**config.mk**
```make
export PLATFORM = sky130hd
export DESIGN_NAME = raster_position_gen
export DESIGN_NICKNAME = d
export VERILOG_FILES = /design/src/rtl/pxc_pkg.sv /design/src/rtl/pxc_sync_edge.sv /design/src/rtl/pxc_hcount.sv /design/src/rtl/pxc_vcount.sv /design/src/rtl/pxc_marker.sv /design/src/rtl/raster_position_gen.sv
export SDC_FILE = /design/constraint.sdc
export NUM_CORES = 1
export LEC_CHECK = 0
export ABC_AREA = 1
export BUFFER_PORTS_ARGS = -buffer_cell sky130_fd_sc_hd__buf_4
export CORE_MARGIN = 10
export CORE_UTILIZATION = 30
export CTS_BUF_LIST = sky130_fd_sc_hd__clkbuf_2
export CTS_CLUSTER_DIAMETER = 100
export DETAILED_ROUTE_END_ITERATION = 12
export PLACE_DENSITY = 0.58
export SETUP_SLACK_MARGIN = 0.2
export SYNTH_ARGS = -nofsm -noshare
export SYNTH_HDL_FRONTEND = slang
export SYNTH_SLANG_ARGS = --single-unit
```
**constraint.sdc**
```tcl
create_clock -name clk -period 3.45 [get_ports clk]
set_clock_uncertainty 0.1 [all_clocks]
set_input_delay 0.345 -clock clk [delete_from_list [all_inputs] [get_ports clk]]
set_output_delay 0.345 -clock clk [all_outputs]
set_load 0.02 [all_outputs]
```
**src/rtl/pxc_pkg.sv**
```systemverilog
package pxc_pkg;
  // Behaviour of the pixel count once it reaches its top value
  typedef enum logic {
    H_WRAP     = 1'b0,
    H_SATURATE = 1'b1
  } hmode_e;
endpackage

```
**src/rtl/pxc_sync_edge.sv**
```systemverilog
// Brings an asynchronous strobe into the clock domain and flags its rising edge.
module pxc_sync_edge #(
  parameter int STAGES = 2
) (
  input  logic clk,
  input  logic rst_n,
  input  logic async_i,
  output logic rise_o
);
  localparam int W = STAGES + 1;

  logic [W-1:0] sh;

  always_ff @(posedge clk) begin
    if (!rst_n) sh <= '0;
    else        sh <= {sh[W-2:0], async_i};
  end

  assign rise_o = sh[STAGES-1] & ~sh[STAGES];
endmodule

```
**src/rtl/pxc_hcount.sv**
```systemverilog
// Pixel position counter with selectable wrap or saturate behaviour.
module pxc_hcount
  import pxc_pkg::*;
#(
  parameter int CW = 12
) (
  input  logic          clk,
  input  logic          rst_n,
  input  logic          clear_i,
  input  hmode_e        mode_i,
  output logic [CW-1:0] count_o,
  output logic          fresh_o
);
  localparam logic [CW-1:0] TOP = '1;

  function automatic logic [CW-1:0] advance(input logic [CW-1:0] c, input hmode_e m);
    if (c == TOP) return (m == H_SATURATE) ? TOP : '0;
    return c + 1'b1;
  endfunction

  function automatic logic parked(input logic [CW-1:0] c, input hmode_e m);
    return (c == TOP) && (m == H_SATURATE);
  endfunction

  always_ff @(posedge clk) begin
    if (!rst_n) begin
      count_o <= '0;
      fresh_o <= 1'b1;
    end else if (clear_i) begin
      count_o <= '0;
      fresh_o <= 1'b1;
    end else begin
      count_o <= advance(count_o, mode_i);
      fresh_o <= !parked(count_o, mode_i);
    end
  end
endmodule

```
**src/rtl/pxc_vcount.sv**
```systemverilog
// Line position counter: stepped by line strobes, cleared by frame strobes.
module pxc_vcount #(
  parameter int CW = 12
) (
  input  logic          clk,
  input  logic          rst_n,
  input  logic          line_i,
  input  logic          frame_i,
  output logic [CW-1:0] count_o
);
  always_ff @(posedge clk) begin
    if (!rst_n)       count_o <= '0;
    else if (frame_i) count_o <= '0;
    else if (line_i)  count_o <= count_o + 1'b1;
  end
endmodule

```
**src/rtl/pxc_marker.sv**
```systemverilog
// Set/clear pulse placed by comparing the pixel count against two positions.
module pxc_marker #(
  parameter int CW = 12
) (
  input  logic          clk,
  input  logic          rst_n,
  input  logic          fresh_i,
  input  logic [CW-1:0] count_i,
  input  logic [CW-1:0] start_i,
  input  logic [CW-1:0] stop_i,
  output logic          pulse_o
);
  logic hit_set, hit_clr, shot;

  assign hit_set = fresh_i && (count_i == start_i);
  assign hit_clr = fresh_i && (count_i == stop_i);

  always_ff @(posedge clk) begin
    if (!rst_n) begin
      pulse_o <= 1'b0;
      shot    <= 1'b0;
    end else begin
      shot <= hit_set && hit_clr;
      if (hit_set)               pulse_o <= 1'b1;
      else if (hit_clr || shot)  pulse_o <= 1'b0;
    end
  end
endmodule

```
**src/rtl/raster_position_gen.sv**
```systemverilog
module raster_position_gen
  import pxc_pkg::*;
#(
  parameter int CW          = 12,
  parameter int SYNC_STAGES = 2
) (
  input  logic          clk,
  input  logic          rst_n,
  input  logic          hd_i,
  input  logic          vd_i,
  input  logic          hold_mode,
  input  logic [CW-1:0] mark_start,
  input  logic [CW-1:0] mark_stop,
  output logic [CW-1:0] h_pos,
  output logic [CW-1:0] v_pos,
  output logic          mark_o
);
  localparam int NSTROBE = 2;

  logic [NSTROBE-1:0] strobe_raw, strobe_rise;
  logic               hd_edge, vd_edge, h_fresh;
  hmode_e             hmode;

  assign strobe_raw = {vd_i, hd_i};
  assign hd_edge    = strobe_rise[0];
  assign vd_edge    = strobe_rise[1];
  assign hmode      = hmode_e'(hold_mode);

  for (genvar g = 0; g < NSTROBE; g++) begin : g_sync
    pxc_sync_edge #(.STAGES(SYNC_STAGES)) u_sync (
      .clk    (clk),
      .rst_n  (rst_n),
      .async_i(strobe_raw[g]),
      .rise_o (strobe_rise[g])
    );
  end

  pxc_hcount #(.CW(CW)) u_hcount (
    .clk    (clk),
    .rst_n  (rst_n),
    .clear_i(hd_edge),
    .mode_i (hmode),
    .count_o(h_pos),
    .fresh_o(h_fresh)
  );

  pxc_vcount #(.CW(CW)) u_vcount (
    .clk    (clk),
    .rst_n  (rst_n),
    .line_i (hd_edge),
    .frame_i(vd_edge),
    .count_o(v_pos)
  );

  pxc_marker #(.CW(CW)) u_marker (
    .clk    (clk),
    .rst_n  (rst_n),
    .fresh_i(h_fresh),
    .count_i(h_pos),
    .start_i(mark_start),
    .stop_i (mark_stop),
    .pulse_o(mark_o)
  );
endmodule

```
==> reports/qor.txt, run 1 <==
Outcome - finished clean
Die width - 100 um
Post-DP HPWL - 4270 um
First drt pass iteration count - 4
Htree depth - 2
Kind of critical path - reg2reg
Critical Path Fanout Max - 6
Mapped Cells - 293
Die H - 100 um
Layout cells sized above 1 - 22.0%
Initial Utilization - 30.6%
Cts repair resizes - 0
Initial drt markers - 66
Die area - 10100 um^2
Vias in the first global route - 1891
I/O Buffers - 53
Antenna Cells - 0
Pin count of the biggest net entering global routing - 12
WL final - 5200 um
Startpoint Class - flop
Clock slew at reported path FFs - 180 ps
Mapped Avg Cell Area - 6.60 um^2
#FFs+latches synth - 33
Num ports - 54
Cell area after synthesis - 1930 um^2
Combinational share of power - 11.3%
DRC viols - 0
Int Pwr - 0.000627 W
Area of the multi-input gates - 1050 um^2
Commonest cells after routing, fill and taps aside - nand2_1, buf_4, inv_1, dfxtp_1, nor2_1
Core box area - 6310 um^2
Gr usage total - 10.9%
Pwr Density - 332 nW/um^2
Crit path DAT - 1800 ps
Seq/Total Area, Yosys - 34.2%
Setup violators final - 0
Worst Path Required - 3640 ps
Syn nets - 324
Design Power - 0.000826 W
Syn-to-layout area delta - 28.8%
Fillers - 696
Post-layout minimum cycle time - 1610 ps
Reg2reg setup slack - 1840 ps
Vias per inst - 4.40
Worst-Skew Late Latency - 390 ps
YS warnings - 0
Nets@finish - 380
First-pass GRT wire length - 8960 um
CTS tree - built
Postcts setup bufs - 0
Final worst path period share - 46.8%
Post-synth cell types - 31
TritonCTS Sinks - 33
Most common cell after layout, fill and taps aside - nand2_1
Initial antenna violation count - 0
Worst hold path type - in2reg
RSZ-0062 raised after global routing - false
Clk pwr share - 40.8%
CTS Buffer Depth - 2
Leakage - 1.34 nW
Vias - 1878
TNS Setup - 0 ps
Cts hold-fix bufs - 0
Remaining antenna violation count - 0
Least-Margin Pin Slew - 754 ps
Net Sw Frac - 24.0%
GP Congestion - 0.801
Routed len/inst - 12.2 um
Maximum VDD drop - 0.128 mV
Max_cap viols - 0
Sequential share of power - 47.9%
Max-slew violations - 0
Slew headroom - 49.7%
Sw Pwr - 0.000198 W
CTS buffer count - 5
Rows - 29
Critical Path Sink Type - flop
Final Hold Vio Count - 0
Total gr overflow - 0
Clock Root Buffer - clkbuf_2
Max Fclk - 619 MHz
Register area - 661 um^2
routing by layer:
| metal | track usage [%] | vias to the layer above | wire length, um |
|---|---|---|---|
| met5 | 0 | - | 0 |
| met4 | 4.67 | 0 | 114 |
| met3 | 3.50 | 8 | 301 |
| met2 | 17.3 | 44 | 2290 |
| met1 | 13.1 | 808 | 2490 |
| li1 | - | 1018 | - |
power by group through the flow:
stage / sequential [W] / clock [W] / combinational [W]
6_report: 0.000395 / 0.000337 / 0.0000937
5_1_grt: 0.000397 / 0.000365 / 0.000107
3_5_place_dp: 0.000403 / 0 / 0.0000942
2_1_floorplan: 0.000406 / 0 / 0.0000471
3_3_place_gp: 0.000403 / 0 / 0.0000932
4_1_cts: 0.000396 / 0.000348 / 0.0000945
logic make-up (layout without fill, tap and decap cells):
logic type | after synthesis | after routing | synth area share, %
AO/OA/AOI/OAI | 32 | 32 | 8.74
flip-flops | 33 | 33 | 34.2
XOR/XNOR | 11 | 11 | 4.98
AND/OR/NAND/NOR | 160 | 160 | 39.4
adder cells (fa/ha/maj) | 2 | 2 | 1.29
buffers and inverters | 55 | 112 | 11.4
state kept, by name, indices dropped and copies added (netlist names):
register / flops
u_vcount.count_o: 12
u_hcount.fresh_o: 1
g_sync.u_sync.sh: 6
u_hcount.count_o: 12
u_marker.pulse_o: 1
u_marker.shot: 1
synthesized netlist by cell type:
master    number  area share, %
xnor2_1        3            1.4
inv_1         49            9.5
nand2_1       99             19
xor2_1         8            3.6
a21oi_1       10            2.6
o21a_1         1           0.39
nand3_1       10            2.6
nand2_2        2           0.65
nor2_2         1           0.32
o211ai_1       1           0.39
nor3_4         2            1.7
nand4_2        1           0.65
o21ai_0       18            4.7
nand2_4        3            1.7
a31oi_1        1           0.32
dfxtp_1       33             34
nand3b_1       1           0.39
buf_2          1           0.26
nor2_4         1           0.58
ha_1           2            1.3
nor3_2         1           0.52
nor3b_1        1           0.39
nor2_1        29            5.6
nand4_4        1            1.1
inv_2          1           0.19
nand4_1        5            1.6
nor2_8         2            2.1
buf_4          3            1.2
nor3_1         1           0.26
a21boi_0       1           0.39
clkinv_2       1           0.26
metrics by stage:
step	util [%]	instance area [um^2]	hold slack (ps)	instances	worst slack (ps)
6_report	39.4	2490	55.3	427	1840
2_1_floorplan	-	1930	290	293	1840
5_1_grt	39.4	2490	37.2	427	1700
3_5_place_dp	38.0	2400	298	419	1680
3_3_place_gp	38.0	2400	292	419	1700
4_1_cts	39.4	2490	25.4	427	1830
final cells by class:
class / instances / share of cell area, %
Clock buffer: 5 / 1.01
Clock inverter: 3 / 2.61
Inverter: 51 / 7.74
Multi-Input combinational cell: 205 / 42.3
Sequential cell: 33 / 26.5
Tap cell: 77 / 3.87
Timing Repair Buffer: 53 / 16.0
worst paths after layout:
path / startpoint / end / cells after the start
worst max-delay path: u_hcount.count_o[0] / u_hcount.count_o[11] / 10
worst min-delay path: hd_i / g_sync[0].u_sync.sh[0] / 3
worst max register to register: u_hcount.count_o[0] / u_hcount.count_o[11] / 10
worst min register to register: g_sync[0].u_sync.sh[1] / g_sync[0].u_sync.sh[2] / 2
worst max-delay path, cell delays in order (launching register included):
cell and delay, ps:
dfxtp_1 460, ha_1 230, nand2_2 70, nor2_2 130, nand2_4 90, nor2_8 150, nand2_4 60, nand2_4 90
inv_2 50, nand2_1 60, nand2_1 40
(Power assumes the default switching activity.)
==> run 2: changes to the inputs <==
--- a/config.mk
+++ b/config.mk
@@ -5,7 +5,7 @@
 export SDC_FILE = /design/constraint.sdc
 export NUM_CORES = 1
 export LEC_CHECK = 0
-export ABC_AREA = 1
+export ABC_AREA = 0
 export BUFFER_PORTS_ARGS = -buffer_cell sky130_fd_sc_hd__buf_4
 export CORE_MARGIN = 10
 export CORE_UTILIZATION = 30
==> constraint.sdc (replaced) <==
create_clock -name clk -period 1.6 [get_ports clk]
set_clock_uncertainty 0.1 [all_clocks]
set_input_delay 0.16 -clock clk [delete_from_list [all_inputs] [get_ports clk]]
set_output_delay 0.16 -clock clk [all_outputs]
set_load 0.02 [all_outputs]
==> run 2 against run 1 <==
Core utilization up 6.3 points. Flip-flop and latch count unchanged. Power up 97%. Area after synthesis down 6.9%. Sequential share of layout area down 0.23 points. Via count down 20%. Die area down 5.6%. Synthesized cell count down 38%. Count of clock-buffer cells in the layout up 1.
==> reports/qor.txt, run 2 <==
Outcome - finished clean
Mapped Avg Cell Area - 9.89 um^2 (+50%)
Crit-path cells - xnor2_2, nand3_1, or4_4, a21bo_1
Initial antenna violation count - 0 (unchanged)
Worst Path Required - 1790 ps (-1850 ps)
Critical Path Sink Type - flop
YS warnings - 0 (unchanged)
Crit path DAT - 1710 ps (-90 ps)
Syn nets - 213 (-34%)
Htree depth - 2 (unchanged)
Setup violators final - 0 (unchanged)
RSZ-0062 raised after global routing - true
First-pass GRT wire length - 7730 um (-14%)
Most common cell after layout, fill and taps aside - buf_4
#FFs+latches synth - 33 (unchanged)
Post-synth top cells - dfxtp_1, xnor2_1, nor2_1
DRC viols - 0 (unchanged)
Post-DP HPWL - 3600 um (-16%)
Initial drt markers - 33 (-50%)
Max_cap viols - 0 (unchanged)
M2 GR Usage - 16.3% (-0.96 points)
Startpoint Class - flop
Fin cells - 339 (-21%)
Layout cells sized above 1 - 51.5% (+30 points)
Critical Path Fanout Max - 4 (-2)
Synth top area share - 36.7% (+2.5 points)
Most frequent cell after synthesis - dfxtp_1
Gr usage total - 9.90% (-0.97 points)
Least-Margin Pin Slew - 228 ps (-526 ps)
Kind of critical path - reg2reg
Nets@finish - 294 (-23%)
Final worst path period share - 94.6% (+48 points)
Maximum VDD drop - 0.256 mV (+100%)
Antenna Cells - 0 (unchanged)
Clock slew at reported path FFs - 170 ps (about the same)
Final Hold Vio Count - 0 (unchanged)
CTS Buffer Depth - 2 (unchanged)
Synth top area cells - dfxtp_1, xnor2_1, buf_6
Post-synth top area cell - dfxtp_1
GP Congestion - 0.728 (-9.1%)
Worst hold path type - in2reg
Synth Flop Type - dfxtp_1
Pwr Density - 605 nW/um^2 (+83%)
Dpl cells - 312 (-26%)
Largest regs - u_hcount.count_o: 12 flops, u_vcount.count_o: 12 flops, g_sync.u_sync.sh: 6 flops
Worst-Skew Late Latency - 370 ps (-20 ps)
WL final - 4710 um (-9.4%)
GR Layer Usage met3 - 3.63% (+0.12 points)
I/O Buffers - 53 (unchanged)
TritonCTS Sinks - 33 (unchanged)
Clock Root Buffer - clkbuf_2
TNS Setup - 0 ps (unchanged)
Slew headroom - 84.7% (+35 points)
Seq/Total Area, Yosys - 36.7% (+2.5 points)
Met1 GRT Util - 11.5% (-1.6 points)
First drt pass iteration count - 4 (unchanged)
Cell area after synthesis - 1800 um^2 (-6.9%)
EDFF count, synth - 0 (unchanged)
Remaining antenna violation count - 0 (unchanged)
Vias - 1510 (-20%)
Highest-delay cell along the critical path - or4_4
Die H - 97.4 um (-2.8%)
Max Fclk - 661 MHz (+6.7%)
CTS buffer count - 5 (unchanged)
CTS tree - built
Commonest cells after routing, fill and taps aside - buf_4, xnor2_1, dfxtp_1, nor2_1, xnor2_2
Die area - 9500 um^2 (-5.6%)
Vias in the first global route - 1490 (-21%)
Mapped Cells - 182 (-38%)
Crit-path max cell delay - 520 ps (+60 ps)
Max-slew violations - 0 (unchanged)
Initial Utilization - 30.6% (-0.049 points)
Pin count of the biggest net entering global routing - 13 (+1)
Post-layout minimum cycle time - 1510 ps (-102 ps)
Die width - 97.4 um (-2.8%)
Total gr overflow - 0 (unchanged)
Num ports - 54 (unchanged)
Core box area - 5890 um^2 (-6.8%)
Post-synth cell types - 34 (+9.7%)
Global routing's busiest layer - met2
Syn-to-layout area delta - 49.7%
Routed len/inst - 13.9 um (+14%)
Rows - 28 (-3.4%)
Leakage - 1.14 nW (-15%)
Post-synthesis async set-or-reset flop share - 0% (unchanged)
Vias per inst - 4.45 (+1.3%)
run 2: routing by layer:
metal	wire length [um]	part of all wire, %
met1	2110	45
met5	0	0
met3	257	5.5
met2	2280	48
met4	68	1.4
run 2: logic make-up (layout without fill, tap and decap cells):
kind of cell               count (synthesis)  count (layout)  synth area share, %
DFF                                       33              33                 36.7
buffers and inverters                     17              99                 7.72
AOI/OAI and AO/OA                         16              16                 6.61
xor gates and xnor gates                  44              44                 23.5
and+or+nand+nor                           69              69                 23.5
adders and majority gates                  2               2                 1.39
muxes                                      1               1                0.556
run 2: power by group:
| part | internal (W) | switching (W) |
|---|---|---|
| Clock | 0.000267 | 0.000272 |
| Combinational | 0.000153 | 0.0000983 |
| Sequential | 0.000821 | 0.0000179 |
| Total | 0.00124 | 0.000388 |
run 2: critical path: cells and delay by family (launching register included):
family	cells	cell delay, ps
and+or+nand+nor	2	610
DFF	1	430
AOI/OAI and AO/OA	1	180
xor gates and xnor gates	1	120
run 2: through the flow:
step                      power (W)  instance area [um^2]  setup slack, ps  util, %  hold slack [ps]
after floorplan            0.000985                  1870             7.20        -              187
after global placement      0.00108                  2350             24.3     39.9              270
after detailed placement    0.00108                  2350             24.9     39.9              271
after CTS                   0.00165                  2610             69.7     44.3             39.3
after global routing        0.00172                  2690             36.0     45.7             36.3
final                       0.00163                  2690             87.2     45.7             65.5
run 2: path summary, 6_finish.rpt:
check                               from                     end  slack (ps)  cells after the start
setup reg to reg     u_hcount.count_o[5]        u_marker.pulse_o          90                      4
hold / removal            mark_start[10]           u_marker.shot          70                      5
setup / recovery     u_hcount.count_o[5]        u_marker.pulse_o          90                      4
hold reg to reg   g_sync[1].u_sync.sh[0]  g_sync[1].u_sync.sh[1]         360                      1
run 2: area by class of cell:
class                   instances  area (um^2)
clock buffers                   6         30.0
clock inverters                 2         33.8
fillers                       596         3190
inverters                       4         15.0
multi-input cells             132         1100
flip-flops and latches         33          708
well taps                      75         93.8
repair buffers                 87          711
run 2: what timing repair did:
action,CTS,global route
pin swaps,15,7
endpoints found under the setup margin,15,23
setup buffers,9,4
hold buffers,6,0
gates resized for setup,10,15
endpoints found under the hold margin,6,0
